**config.mk**
```make
export PLATFORM = sky130hd
export DESIGN_NAME = evt_timer16
export DESIGN_NICKNAME = d
export VERILOG_FILES = /design/src/rtl/evt_timer_pkg.sv /design/src/rtl/mcyc_seq.sv /design/src/rtl/edge_sampler.sv /design/src/rtl/count_core.sv /design/src/rtl/evt_timer16.sv
export SDC_FILE = /design/constraint.sdc
export NUM_CORES = 1
export LEC_CHECK = 0
export CAP_MARGIN = 40
export CORE_MARGIN = 1
export CORE_UTILIZATION = 46
export DETAILED_ROUTE_END_ITERATION = 6
export DONT_BUFFER_PORTS = 1
export MAX_ROUTING_LAYER = met4
export PLACE_DENSITY = 0.73
export SYNTH_ARGS = -nofsm -noshare
export SYNTH_HDL_FRONTEND = slang
export SYNTH_SLANG_ARGS = --single-unit
```
**constraint.sdc**
```tcl
create_clock -name clk -period 2 [get_ports clk]
set_input_delay 0.3 -clock clk [delete_from_list [all_inputs] [get_ports clk]]
set_output_delay 0.3 -clock clk [all_outputs]
set_load 0.03 [all_outputs]
```
**src/rtl/evt_timer_pkg.sv**
```systemverilog
package evt_timer_pkg;
  typedef enum logic {
    MODE_TIMER = 1'b0,
    MODE_EVENT = 1'b1
  } cnt_mode_e;

  function automatic int phase_width(input int len);
    return (len < 2) ? 1 : $clog2(len);
  endfunction
endpackage

```
**src/rtl/mcyc_seq.sv**
```systemverilog
module mcyc_seq #(
  parameter int MC_LEN = 12,
  parameter int SMP_PH = 9,
  parameter int INC_PH = 2,
  localparam int PH_W = evt_timer_pkg::phase_width(MC_LEN)
) (
  input  logic            clk,
  input  logic            rst,
  output logic [PH_W-1:0] phase,
  output logic            smp_stb,
  output logic            inc_stb
);
  localparam logic [PH_W-1:0] LAST_PH = PH_W'(MC_LEN - 1);
  localparam logic [PH_W-1:0] SMP_P   = PH_W'(SMP_PH);
  localparam logic [PH_W-1:0] INC_P   = PH_W'(INC_PH);

  always_ff @(posedge clk) begin
    if (rst)                 phase <= '0;
    else if (phase == LAST_PH) phase <= '0;
    else                     phase <= phase + 1'b1;
  end

  assign smp_stb = (phase == SMP_P);
  assign inc_stb = (phase == INC_P);

  // the increment strobe is a single-clock pulse per machine cycle
  p_inc_single_r2: assert property (@(posedge clk) disable iff (rst)
    inc_stb |=> !inc_stb);
  // phase sequence wraps back to 0
  p_phase_wrap_r1: assert property (@(posedge clk) disable iff (rst)
    (phase == LAST_PH) |=> (phase == '0));
endmodule

```
**src/rtl/edge_sampler.sv**
```systemverilog
module edge_sampler #(
  parameter int SYNC_STAGES = 2
) (
  input  logic clk,
  input  logic rst,
  input  logic ext_in,
  input  logic smp_stb,
  output logic fall_det
);
  logic [SYNC_STAGES-1:0] sync_q;
  logic                   last_smp;
  logic                   sync_out;

  generate
    if (SYNC_STAGES == 1) begin : g_one
      always_ff @(posedge clk) begin
        if (rst) sync_q <= '0;
        else     sync_q <= ext_in;
      end
    end else begin : g_chain
      always_ff @(posedge clk) begin
        if (rst) sync_q <= '0;
        else     sync_q <= {sync_q[SYNC_STAGES-2:0], ext_in};
      end
    end
  endgenerate

  assign sync_out = sync_q[SYNC_STAGES-1];

  always_ff @(posedge clk) begin
    if (rst) begin
      last_smp <= 1'b0;
      fall_det <= 1'b0;
    end else if (smp_stb) begin
      fall_det <= last_smp & ~sync_out;
      last_smp <= sync_out;
    end
  end

  // the detect flag only changes right after a sampling phase
  p_det_at_sample_r4: assert property (@(posedge clk) disable iff (rst)
    !$stable(fall_det) |-> $past(smp_stb));
  // a low-then-anything pair never raises detection
  p_no_det_from_low_r6: assert property (@(posedge clk) disable iff (rst)
    (smp_stb && !last_smp) |=> !fall_det);
endmodule

```
**src/rtl/count_core.sv**
```systemverilog
module count_core #(
  parameter int BYTE_W = 8,
  parameter int NBYTES = 2,
  localparam int CNT_W = BYTE_W * NBYTES
) (
  input  logic              clk,
  input  logic              rst,
  input  logic              inc,
  input  logic [NBYTES-1:0] wr_en,
  input  logic [BYTE_W-1:0] wr_data,
  input  logic              clr_ovf,
  output logic [CNT_W-1:0]  cnt,
  output logic              ovf
);
  logic [BYTE_W-1:0] byte_q [NBYTES];
  logic [NBYTES:0]   carry;
  logic              any_wr;
  logic              ovf_set;

  assign any_wr   = |wr_en;
  assign carry[0] = 1'b1;

  generate
    for (genvar i = 0; i < NBYTES; i++) begin : g_byte
      assign carry[i+1] = carry[i] & (&byte_q[i]);
      assign cnt[i*BYTE_W +: BYTE_W] = byte_q[i];

      always_ff @(posedge clk) begin
        if (rst)                 byte_q[i] <= '0;
        else if (any_wr) begin
          if (wr_en[i])          byte_q[i] <= wr_data;
        end
        else if (inc && carry[i]) byte_q[i] <= byte_q[i] + 1'b1;
      end

      // a byte write lands on the next clock
      p_byte_write_r9: assert property (@(posedge clk) disable iff (rst)
        wr_en[i] |=> (byte_q[i] == $past(wr_data)));
    end
  endgenerate

  assign ovf_set = inc & ~any_wr & carry[NBYTES];

  always_ff @(posedge clk) begin
    if (rst)          ovf <= 1'b0;
    else if (ovf_set) ovf <= 1'b1;
    else if (clr_ovf) ovf <= 1'b0;
  end

  // rollover from all-ones gives zero and raises the flag
  p_rollover_r8: assert property (@(posedge clk) disable iff (rst)
    (inc && !any_wr && cnt == {CNT_W{1'b1}}) |=> (ovf && cnt == '0));
  // without increment or write the count holds
  p_hold_idle_r7: assert property (@(posedge clk) disable iff (rst)
    (!inc && !any_wr) |=> $stable(cnt));
endmodule

```
**src/rtl/evt_timer16.sv**
```systemverilog
module evt_timer16 #(
  parameter int BYTE_W      = 8,
  parameter int MC_LEN      = 12,
  parameter int SMP_PH      = 9,
  parameter int INC_PH      = 2,
  parameter int SYNC_STAGES = 2
) (
  input  logic              clk,
  input  logic              rst,
  input  logic              run_en,
  input  logic              cnt_mode,
  input  logic              ext_in,
  input  logic              wr_lo,
  input  logic              wr_hi,
  input  logic [BYTE_W-1:0] wr_data,
  input  logic              clr_ovf,
  output logic [BYTE_W-1:0] cnt_lo,
  output logic [BYTE_W-1:0] cnt_hi,
  output logic              ovf_flag
);
  import evt_timer_pkg::*;

  localparam int NBYTES = 2;
  localparam int CNT_W  = BYTE_W * NBYTES;
  localparam int PH_W   = phase_width(MC_LEN);

  logic [PH_W-1:0]  phase;
  logic             smp_stb, inc_stb, fall_det, inc;
  logic [CNT_W-1:0] cnt;
  cnt_mode_e        mode;

  assign mode = cnt_mode_e'(cnt_mode);

  mcyc_seq #(.MC_LEN(MC_LEN), .SMP_PH(SMP_PH), .INC_PH(INC_PH)) u_seq (
    .clk(clk), .rst(rst), .phase(phase), .smp_stb(smp_stb), .inc_stb(inc_stb)
  );

  edge_sampler #(.SYNC_STAGES(SYNC_STAGES)) u_smp (
    .clk(clk), .rst(rst), .ext_in(ext_in), .smp_stb(smp_stb), .fall_det(fall_det)
  );

  assign inc = run_en & inc_stb & ((mode == MODE_TIMER) | fall_det);

  count_core #(.BYTE_W(BYTE_W), .NBYTES(NBYTES)) u_cnt (
    .clk(clk), .rst(rst), .inc(inc), .wr_en({wr_hi, wr_lo}),
    .wr_data(wr_data), .clr_ovf(clr_ovf), .cnt(cnt), .ovf(ovf_flag)
  );

  assign cnt_lo = cnt[BYTE_W-1:0];
  assign cnt_hi = cnt[CNT_W-1:BYTE_W];

  // one increment adds exactly one to the full 16-bit value
  p_step_one_r3: assert property (@(posedge clk) disable iff (rst)
    (inc && !wr_lo && !wr_hi) |=> ({cnt_hi, cnt_lo} == CNT_W'($past({cnt_hi, cnt_lo}) + 1)));
  // stopped counter ignores increments
  p_stopped_hold_r7: assert property (@(posedge clk) disable iff (rst)
    (!run_en && !wr_lo && !wr_hi) |=> $stable({cnt_hi, cnt_lo}));
  // a write cancels an increment in the same cycle
  p_write_wins_r9: assert property (@(posedge clk) disable iff (rst)
    (wr_lo && !wr_hi) |=> (cnt_hi == $past(cnt_hi)));
endmodule

```
==> results of run 1 <==
layout by cell type, fill, tap and decap left out:
cell       n
nand4b_4   1
a22oi_1    1
nand3_1    9
edfxtp_1  16
ha_1       5
dfxtp_1    9
nand4b_1   1
nor2_1     9
xor2_1     6
and4bb_2   1
and3_1     2
a21oi_1    2
clkbuf_1   1
nor2b_1    5
or3_1      1
nand2b_1   1
o21ai_2    9
mux2i_1    1
buf_4     10
clkbuf_4   3
a211oi_1   2
xnor2_1    7
or2_2      1
nand2_2    1
inv_1      5
nand4_1    2
nand2_1   23
a311o_1    1
o21ai_0    8
cell usage after synthesis:
master    count  area (um2)
mux2i_1       1       10.01
nor2b_1       5       31.28
xnor2_1       7       61.31
buf_6         1       11.26
ha_1          5       62.56
inv_1         5       18.77
nand4_1       2       12.51
and4bb_2      1       12.51
clkbuf_1      1       3.750
o21ai_2       9       78.83
nand4b_1      1       8.760
a311o_1       1       10.01
or2_2         1       6.260
nand4b_4      1       23.77
nand2_1      24       90.09
nand2b_1      1       6.260
buf_1         2       7.510
a211oi_1      2       15.01
a22oi_1       1       7.510
o21ai_0       8       40.04
edfxtp_1     16       480.5
dfxtp_1       9       180.2
xor2_1        6       52.55
or3_1         1       6.260
nor2_1        9       33.78
nand3_1       9       45.04
and3_1        2       12.51
a21oi_1       2       10.01
power by group:
part	switching, mW	total [mW]	leakage, nW	internal (mW)
sequential	0.0566	0.641	0.248	0.584
combinational	0.0798	0.130	0.264	0.0503
clock	0.144	0.222	0.0150	0.0779
routing by layer:
metal / global-route usage (%) / vias to the layer above / part of all wire [%]
met4: 4.878 / 0 / 1.1
li1: - / 484 / -
met1: 19.01 / 456 / 38
met2: 34.25 / 32 / 51
met5: - / - / 0
met3: 10.23 / 4 / 10
cell families (layout without fill, tap and decap cells):
kind of cell,Yosys count,in the layout,share of synthesized area [%]
AO/OA/AOI/OAI,23,23,12.06
XOR/XNOR,13,13,8.505
adder cells (fa/ha/maj),5,5,4.673
buffers and inverters,9,19,3.084
flip-flops,25,25,49.35
multiplexers,1,1,0.7477
AND/OR/NAND/NOR,57,57,21.59
flip-flops by register name (all words and copies together), names as in the netlist:
signal          cells
u_cnt.ovf           1
u_cnt.byte_q       16
u_smp.fall_det      1
u_smp.sync_q        2
u_seq.phase         4
u_smp.last_smp      1
what timing repair did:
item,4_1_cts,5_1_grt
buffers inserted,0,0
setup endpoints to repair,0,8
resized for setup,0,1
worst max path at each step:
stage                    endpoint  slack, ps      startpoint  cells after the start
2_1_floorplan  u_cnt.byte_q[1][0]         20  u_seq.phase[0]                      7
3_3_place_gp   u_cnt.byte_q[1][6]        130  u_seq.phase[0]                      6
4_1_cts        u_cnt.byte_q[1][5]         10  u_seq.phase[0]                      6
3_5_place_dp   u_cnt.byte_q[1][6]         40  u_seq.phase[0]                      6
5_1_grt        u_cnt.byte_q[1][0]          5  u_seq.phase[0]                      6
6_report       u_cnt.byte_q[1][1]        140  u_seq.phase[0]                      6
worst reg2reg max path, delay by kind of cell (launching register included):
| family | cells | cell delay [ps] |
|---|---|---|
| fa+ha+maj | 1 | 130 |
| buf+inv | 1 | 70 |
| flops | 1 | 370 |
| simple gates | 4 | 1000 |
layout make-up:
type,count,area (um2)
Inverter,5,18.77
Sequential cell,25,660.6
Timing Repair Buffer,10,75.07
Fill cell,269,1299
Tap cell,31,38.79
Multi-Input combinational cell,99,639.4
Clock buffer,4,26.28
stage by stage:
stage	total power, mW	hold WS, ps
2_1_floorplan	0.7479	413.8
3_3_place_gp	0.7792	371.7
3_5_place_dp	0.7849	375.2
4_1_cts	1.001	24.72
5_1_grt	1.043	7.220
6_report	0.9929	37.27
==> out/qor.yml, run 1 <==
timing.fmax_ghz: 0.5378
post_synth_inst_count: 133
grt_setup_unrepaired: "no"
max_fo_critical_path: 8
areaGrowthSynthToFinish_pct: 8.972
final_period_minus_worst_setup_slack_ps: 1859
synth_fp_nets: 154
instances_no_fill: 174
path_delay_family: "simple AND/OR/NAND/NOR gates"
die_y_um: 55.95
power_density_nw_per_um2: 680.6
place_area_um2: 1430
critical_path.reg2reg.endpoint: "u_cnt.byte_q[1][1]"
clock_tree.root_cell: "clkbuf_4"
final_core_utilization_pct: 52.90
synth_register_bits: 25
setup_viol_count_final: 0
slowest_stage: "or3_1"
drt_iter0_markers: 28
placed_cells: 170
register_to_register_setup_slack_ps: 140
post_syn_area_um2: 1339
finalSetupTns_ps: 0
hold_depth: 1
hold_crit_endpoint: "u_smp.sync_q[1]"
fp.coreArea_um2: 2758
route.detailed.wl_per_inst_um: 14.75
io-pin-count: 33
grt_start_max_net_pins: 15
worst_setup_path_end_kind: "register"
tightestPinTransition_ps: 467.0
die_width_um: 55.95
crit_path_start_kind: "register"
p_leak_nw: 0.5268
clock_transition_at_the_registers_of_the_reported_paths_ps: 130
slew_headroom_pct: 68.80
cts_tree: "built"
initial_utilization_pct: 48.55
detailed_place_hpwl_mm: 2.076
worst_r2r_path_depth: 6
postSynthAreaPerCell_um2: 10.07
global_route_wire_length_before_repair_mm: 4.609
drt-vias-per-instance: 5.609
grt_overflow: 0
number_of_diodes_added_for_antenna_fixing: 0
post_route_cells_drive_above_1_share_pct: 18.18
grtUsageTotal_pct: 19.53
worst_hold_path_type: "in2reg"
synth.distinct_cells: 28
nNetsFinal: 165
critPathMaxStageDelay_ps: 430
final_design_instance_area_without_fill_um2: 1459
die-area_um2: 3130
critPathRequiredTime_ps: 2020
detail_route.wirelength_mm: 2.567
cts_max_path_buffers: 2
post-place-ws_ps: 42.15
cts_inserted_buffers: 3
result_of_the_run: "completed"
path_cells: "inv_1 > ha_1 > and4bb_2 > nand4b_4 > or3_1 > nand2_2"
detailroute.via_count: 976
timing.critical_path.buf_inv: 1
via_count_of_the_first_global_routing_pass: 1048
synth_warnings: 0
hold_path.startpoint: "rst"
antenna_left: 0
post-route-drc-count: 0
timing_worst_setup_path_type: "reg2reg"
grt_antenna_before_repair: 0
hold_viol: 0
yosysSeqAreaShare_pct: 49.35
fin_ws_ps: 140.6
clk-insertion-delay-late_ps: 310
skew_ps: 3.934
fp-row-count: 19
htreeDepth: 1
irDropWorstVdd_v: 0.0007628
max_slew_violation_count: 0
cap_violations: 0
clock-sinks: 25
drt-pass1-iter-count: 4
min_period_over_period_pct: 92.97
place_congestion: 0.8305
post_cts_hold_buffer_count: 0
arrival_ps: 1880
numPortBuffers: 0
r2r-start: "u_seq.phase[0]"
Note: power is estimated with default switching activity, not from simulation.
==> run 2: changes to the inputs <==
--- a/config.mk
+++ b/config.mk
@@ -5,7 +5,9 @@
 export SDC_FILE = /design/constraint.sdc
 export NUM_CORES = 1
 export LEC_CHECK = 0
+export ABC_AREA = 1
 export CAP_MARGIN = 40
+export CORE_ASPECT_RATIO = 0.7
 export CORE_MARGIN = 1
 export CORE_UTILIZATION = 46
 export DETAILED_ROUTE_END_ITERATION = 6
==> run 2 against run 1 <==
  * Core utilization grew 1.9 points
  * Via count up 9.7%
  * Worst hold slack better by 54 ps
  * Maximum frequency increased by 7.0%
  * Sequential cell count stayed put
  * First-iteration DRC count grew to 2.9 times the previous value
  * Wire length is 5.1% higher
  * Register-to-register slack better by 120 ps
  * Critical path depth unchanged
  * Global-route usage is 0.94 points lower
  * Critical endpoint is now u_cnt.byte_q[1][5]
==> out/qor.yml, run 2 <==
yosys_top_cell_by_area: "edfxtp_1"
post-cts-setup-buffers: 0  # unchanged
critical_path.reg2reg.endpoint: "u_cnt.byte_q[1][5]"
cts_inserted_buffers: 3  # unchanged
fp-row-count: 16  # -3
number_of_diodes_added_for_antenna_fixing: 0  # unchanged
register_to_register_setup_slack_ps: 260  # +120 ps
detailroute.via_count: 1071  # +9.7%
nNetsFinal: 198  # +20%
placed_cells: 208  # +22%
grt_start_max_net_pins: 15  # unchanged
yosys.area_share.adder_pct: 4.558  # -0.12 points
layout.cells.most_common_list: "nand2_1, inv_1, nor2_1"
via_count_of_the_first_global_routing_pass: 963  # -8.1%
synth_compound_area_share_pct: 6.381  # -5.7 points
grt_antenna_before_repair: 0  # unchanged
synth-main-ff-cell: "edfxtp_1"
clock_transition_at_the_registers_of_the_reported_paths_ps: 80  # -50 ps
grt_overflow: 0  # unchanged
power_density_nw_per_um2: 703.5  # +3.4%
irDropWorstVdd_v: 0.0003794  # -50%
clk-insertion-delay-late_ps: 270  # -40 ps
asyncSetResetFlopFracSynth_pct: 0  # unchanged
path_delay_family: "simple AND/OR/NAND/NOR gates"
path_cells: "ha_1 > nand2_1 > nor2_2 > nand2_2 > nand3b_4 > nand3_1"
cts_max_path_buffers: 2  # unchanged
critPathRequiredTime_ps: 1930  # -90 ps
synth-edff-count: 16  # unchanged
global_route_wire_length_before_repair_mm: 4.071  # -12%
detail_route.wirelength_mm: 2.697  # +5.1%
synth_warnings: 0  # unchanged
slew_headroom_pct: 70.66  # +1.9 points
registers.top_by_ff_count: "u_cnt.byte_q"
initial_utilization_pct: 48.63  # +0.078 points
antenna_left: 0  # unchanged
synth.cells.most_frequent: "nand2_1, inv_1, nor2_1"
synth.mux.area_fraction_pct: 0  # -0.75 points
areaGrowthSynthToFinish_pct: 12.67
post_cts_hold_buffer_count: 0  # unchanged
cts_tree: "built"
max_fo_critical_path: 8  # unchanged
final_common_cell: "nand2_1"
critPathMaxStageDelay_ps: 370  # -60 ps
hold_crit_endpoint: "u_smp.sync_q[1]"
post_route_cells_drive_above_1_share_pct: 14.20  # -4.0 points
drt-vias-per-instance: 5.052  # -9.9%
slowest_stage: "edfxtp_1"
hold_path.startpoint: "rst"
main_combinational_cell_family_by_area_after_synthesis: "simple AND/OR/NAND/NOR gates"
postSynthAreaPerCell_um2: 8.525  # -15%
grt_setup_unrepaired: "no"
synth_register_bits: 25  # unchanged
timing.fmax_ghz: 0.5753  # +7.0%
hold_depth: 1  # unchanged
fp.coreArea_um2: 2823  # +2.4%
hold_viol: 0  # unchanged
setup_viol_count_final: 0  # unchanged
post_synth_inst_count: 161  # +21%
worst_setup_path_end_kind: "register"
layout_top_registers: "u_cnt.byte_q x16, u_seq.phase x4, u_smp.sync_q x2"
die_width_um: 67.29  # +20%
route.detailed.wl_per_inst_um: 12.72  # -14%
finalSetupTns_ps: 0  # unchanged
yosys.area.top_type_share_pct: 35.00  # -0.88 points
die_y_um: 47.70  # -15%
p_leak_nw: 0.6828  # +30%
cap_violations: 0  # unchanged
crit_path_start_kind: "register"
cts_resized: 0  # unchanged
result_of_the_run: "completed"
power_mw: 1.088  # +9.6%
worst_r2r_path_depth: 6  # unchanged
synth_top_cells_by_area: "edfxtp_1, dfxtp_1, nand2_1"
htreeDepth: 1  # unchanged
synth-xor-area-share_pct: 7.019  # -1.5 points
worst_hold_path_type: "in2reg"
synth_fp_nets: 182  # +18%
largest_reg_flops: 16  # unchanged
drt-pass1-iter-count: 4  # unchanged
synth_simple_gate_area_share_pct: 27.07  # +5.5 points
final_period_minus_worst_setup_slack_ps: 1738  # -121.0 ps
instances_no_fill: 212  # +22%
io-pin-count: 33  # unchanged
synth.distinct_cells: 22  # -21%
timing.critical_path.buf_inv: 0  # -1
timing_worst_setup_path_type: "reg2reg"
clock_tree.root_cell: "clkbuf_8"
synth_most_common_cell: "nand2_1"
max_slew_violation_count: 0  # unchanged
die-area_um2: 3210  # +2.5%
tightestPinTransition_ps: 438.9  # -28.10 ps
post_syn_area_um2: 1373  # +2.5%
detailed_place_hpwl_mm: 2.190  # +5.5%
numPortBuffers: 0  # unchanged
grtUsageTotal_pct: 18.59  # -0.94 points
yosysSeqAreaShare_pct: 48.13  # -1.2 points
clock-sinks: 25  # unchanged
post-route-drc-count: 0  # unchanged
skew_ps: 3.817  # -0.1167 ps
place_congestion: 0.8402  # +1.2%
min_period_over_period_pct: 86.92  # -6.0 points
drt_iter0_markers: 81  # +190%
r2r-start: "u_cnt.byte_q[0][0]"
arrival_ps: 1670  # -210 ps
-- run 2: metrics by stage --
stage	area, um2	util (%)	hold WS (ps)	setup slack [ps]
after CTS	1546	54.79	83.23	260.2
after detailed placement	1500	53.15	375.0	273.3
after global placement	1500	53.15	370.5	332.1
final	1546	54.79	91.18	261.6
after global routing	1546	54.79	76.70	142.9
after floorplan	1373	-	369.1	156.9
-- run 2: cells by family (layout without fill, tap and decap cells) --
logic type | count (synthesis) | count (layout)
simple gates | 80 | 80
buf+inv | 25 | 40
xor+xnor | 11 | 11
compound gates | 15 | 15
flops | 25 | 25
fa+ha+maj | 5 | 5
-- run 2: report_power, final --
group	leakage (nW)	switching, mW	internal (mW)
Combinational	0.414	0.105	0.0584
Sequential	0.243	0.0474	0.586
Clock	0.0255	0.152	0.139
-- run 2: final cells by class --
cell class | instances | area, um2
inverter | 25 | 93.84
clock buffer | 3 | 41.29
fill | 266 | 1276
timing repair buffer | 11 | 82.58
multi-input combinational | 111 | 618.1
clock inverter | 1 | 5.005
sequential | 25 | 660.6
tap | 36 | 45.04
-- run 2: per-layer routing --
layer / GRT usage (%) / share of wire [%]
met4: 3.830 / 0.41
met5: - / 0
met3: 6.905 / 7.4
met1: 20.33 / 44
met2: 33.00 / 48
-- run 2: worst reg2reg max path, stage by stage (launching register included) --
cell	delay, ps
edfxtp_1	370
ha_1	190
nand2_1	70
nor2_2	160
nand2_2	110
nand3b_4	200
nand3_1	310
-- run 2: how the worst max path moves through the flow --
stage,startpoint,end,slack (ps),depth (start not counted)
6_report,u_cnt.byte_q[0][0],u_cnt.byte_q[1][5],260,6
5_1_grt,u_cnt.byte_q[0][0],u_cnt.byte_q[1][4],140,6
4_1_cts,u_cnt.byte_q[0][0],u_cnt.byte_q[1][0],260,6
3_5_place_dp,u_cnt.byte_q[0][0],u_cnt.byte_q[1][0],270,6
3_3_place_gp,u_cnt.byte_q[0][0],u_cnt.byte_q[1][3],330,6
2_1_floorplan,u_cnt.byte_q[0][0],u_cnt.byte_q[1][0],160,6
==> run 3: changes to the inputs <==
--- a/config.mk
+++ b/config.mk
@@ -8,12 +8,11 @@
 export ABC_AREA = 1
 export CAP_MARGIN = 40
 export CORE_ASPECT_RATIO = 0.7
-export CORE_MARGIN = 1
 export CORE_UTILIZATION = 46
 export DETAILED_ROUTE_END_ITERATION = 6
 export DONT_BUFFER_PORTS = 1
 export MAX_ROUTING_LAYER = met4
-export PLACE_DENSITY = 0.73
+export PLACE_DENSITY = 0.71
 export SYNTH_ARGS = -nofsm -noshare
 export SYNTH_HDL_FRONTEND = slang
 export SYNTH_SLANG_ARGS = --single-unit
==> constraint.sdc (replaced) <==
create_clock -name clk -period 1.7 [get_ports clk]
set_input_delay 0.255 -clock clk [delete_from_list [all_inputs] [get_ports clk]]
set_output_delay 0.255 -clock clk [all_outputs]
set_load 0.005 [all_outputs]
==> run 3 against run 2 <==
  * Worst hold slack worse by 41 ps
  * Sequential power grew 15%
  * Final area up 1.3%
  * Critical endpoint is now u_cnt.byte_q[1][7]
==> out/qor.yml, run 3 (synthesis results as in run 2) <==
min_period_over_period_pct: 92.08  # +5.2 points
final_core_utilization_pct: 55.50  # +0.71 points
cts_inserted_buffers: 3  # unchanged
number_of_diodes_added_for_antenna_fixing: 0  # unchanged
worst_setup_path_end_kind: "register"
clock_power_share_pct: 28.3  # +1.5 points
clk-insertion-delay-late_ps: 270  # about the same
htreeDepth: 1  # unchanged
timing.fmax_ghz: 0.6388  # +11%
clock-sinks: 25  # unchanged
arrival_ps: 1590  # -80 ps
die_y_um: 47.70  # unchanged
switching_share_pct: 24.20  # -3.8 points
die_width_um: 67.29  # unchanged
final_common_cell: "nand2_1"
placed_cells: 207  # -0.48%
finalSetupTns_ps: 0  # unchanged
drt-pass1-iter-count: 4  # unchanged
global_route_wire_length_before_repair_mm: 4.181  # +2.7%
crit_path_start_kind: "register"
detailroute.via_count: 1053  # -1.7%
route.detailed.wl_per_inst_um: 12.50  # -1.7%
detail_route.wirelength_mm: 2.651  # -1.7%
drt-vias-per-instance: 4.967  # -1.7%
switching_power_mw: 0.2927  # -3.9%
met3_length_um: 160  # -20%
power.share.sequential_pct: 60.2  # +2.0 points
post_route_cells_drive_above_1_share_pct: 16.48  # +2.3 points
grt_overflow: 0  # unchanged
p_leak_nw: 0.6812  # -0.23%
max_slew_violation_count: 0  # unchanged
clock_tree.root_cell: "clkbuf_8"
tightestPinTransition_ps: 264.4  # -174.5 ps
post-route-drc-count: 0  # unchanged
io-pin-count: 33  # unchanged
layout.cells.most_common_list: "nand2_1, inv_1, nor2_1"
via_count_of_the_first_global_routing_pass: 970  # +0.73%
fillerInstances: 256  # -3.8%
slowest_stage: "edfxtp_1"
path_cells: "ha_2 > nand2_1 > nor2_4 > nand2_2 > nand3b_4 > buf_4 > nor2_2 > nor2_1"
place_congestion: 0.8874  # +5.6%
skew_ps: 9.620  # +5.803 ps
setup_viol_count_final: 0  # unchanged
registers.top_by_ff_count: "u_cnt.byte_q"
internal-power_mw: 0.9169  # +17%
comb_power_share_pct: 11.5  # -3.5 points
slew_headroom_pct: 82.33  # +12 points
areaGrowthSynthToFinish_pct: 14.13
critPathRequiredTime_ps: 1720  # -210 ps
cts_tree: "built"
numPortBuffers: 0  # unchanged
initial_utilization_pct: 48.63  # unchanged
grtUsageTotal_pct: 19.27  # +0.68 points
cap_violations: 0  # unchanged
routed-wl-met2_mm: 1.212  # -7.2%
drt_iter0_markers: 21  # -74%
multi_input_combinational_cell_area_um2: 638.1  # +3.2%
critPathMaxStageDelay_ps: 370  # about the same
power_density_nw_per_um2: 772.2  # +9.8%
fp.coreArea_um2: 2823  # unchanged
max_fo_critical_path: 6  # -2
layout_top_registers: "u_cnt.byte_q x16, u_seq.phase x4, u_smp.sync_q x2"
grt_setup_unrepaired: "no"
grt_start_max_net_pins: 14  # -1
irDropWorstVdd_v: 0.0004335  # +14%
post_route_met1_wirelength_mm: 1.250  # +6.0%
final_period_minus_worst_setup_slack_ps: 1565  # -173.0 ps
hold_viol: 0  # unchanged
grt_antenna_before_repair: 0  # unchanged
detailed_place_hpwl_mm: 2.123  # -3.0%
routed.top_layer: "met4"
antenna_left: 0  # unchanged
die-area_um2: 3210  # unchanged
final.hold.worst_slack_ps: 50.60  # -40.58 ps
cts_max_path_buffers: 2  # unchanged
worst_hold_path_type: "in2reg"
area.sequential_um2: 661.9  # +0.19%
timing_worst_setup_path_type: "reg2reg"
result_of_the_run: "completed"
nNetsFinal: 198  # unchanged
largest_reg_flops: 16  # unchanged
fp-row-count: 16  # unchanged
clock_transition_at_the_registers_of_the_reported_paths_ps: 80  # about the same
instances_no_fill: 212  # unchanged
run 3: changes by cell type in the layout (fill, tap and decap cells not counted):
cell and delta:
nand3_1 -2, nand3_2 +2, clkbuf_1 +1, ha_1 -1, clkinv_2 -1, nor2_4 +1
dfxtp_2 +1, dfxtp_1 -1, nor2_1 -1, ha_2 +1
run 3: final cells by class:
cell class / count / share of cell area (%)
clock buffers: 4 / 2.875
inverters: 25 / 5.990
multi-input cells: 111 / 40.73
flip-flops and latches: 25 / 42.25
well taps: 36 / 2.875
repair buffers: 11 / 5.272
run 3: metrics by stage:
step	total power [mW]	setup slack (ps)	instance area [um2]
after floorplan	0.8312	72.59	1373
after detailed placement	0.8775	20.38	1493
after global placement	0.8722	103.5	1493
final	1.210	134.6	1567
after CTS	1.217	54.12	1543
after global routing	1.272	11.42	1567
run 3: final timing paths:
check	start	end	slack (ps)	cells after the start
max	u_cnt.byte_q[0][1]	u_cnt.byte_q[1][7]	130	8
max reg2reg	u_cnt.byte_q[0][1]	u_cnt.byte_q[1][7]	130	8
min	rst	u_smp.fall_det	50	1
min reg2reg	u_smp.sync_q[0]	u_smp.sync_q[1]	410	2
run 3: power by group through the flow:
stage | sequential (mW) | clock, mW | combinational (mW)
2_1_floorplan | 0.743 | 0 | 0.0883
3_3_place_gp | 0.740 | 0 | 0.132
3_5_place_dp | 0.742 | 0 | 0.135
4_1_cts | 0.728 | 0.352 | 0.137
5_1_grt | 0.735 | 0.376 | 0.160
6_report | 0.729 | 0.342 | 0.139
run 3: timing repair:
action                     in CTS  in global routing
pin swaps                       0                  1
setup endpoints to repair       8                  9
resized for setup               1                  5
hold buffers                    0                  0
hold endpoints to repair        0                  0
buffers inserted                0                  1
run 3: critical path: cells and delay by family, from the launching register on:
kind	cells	cell delay, ps
AND/OR/NAND/NOR	6	580
flip-flops	1	370
adder cells (fa/ha/maj)	1	190
buffers and inverters	1	170
run 3: layer usage:
| layer | global-route usage [%] | up-vias |
|---|---|---|
| met2 | 29.60 | 34 |
| met4 | 9.787 | 0 |
| met3 | 4.524 | 4 |
| met1 | 24.11 | 469 |
| met5 | - | - |
| li1 | - | 546 |
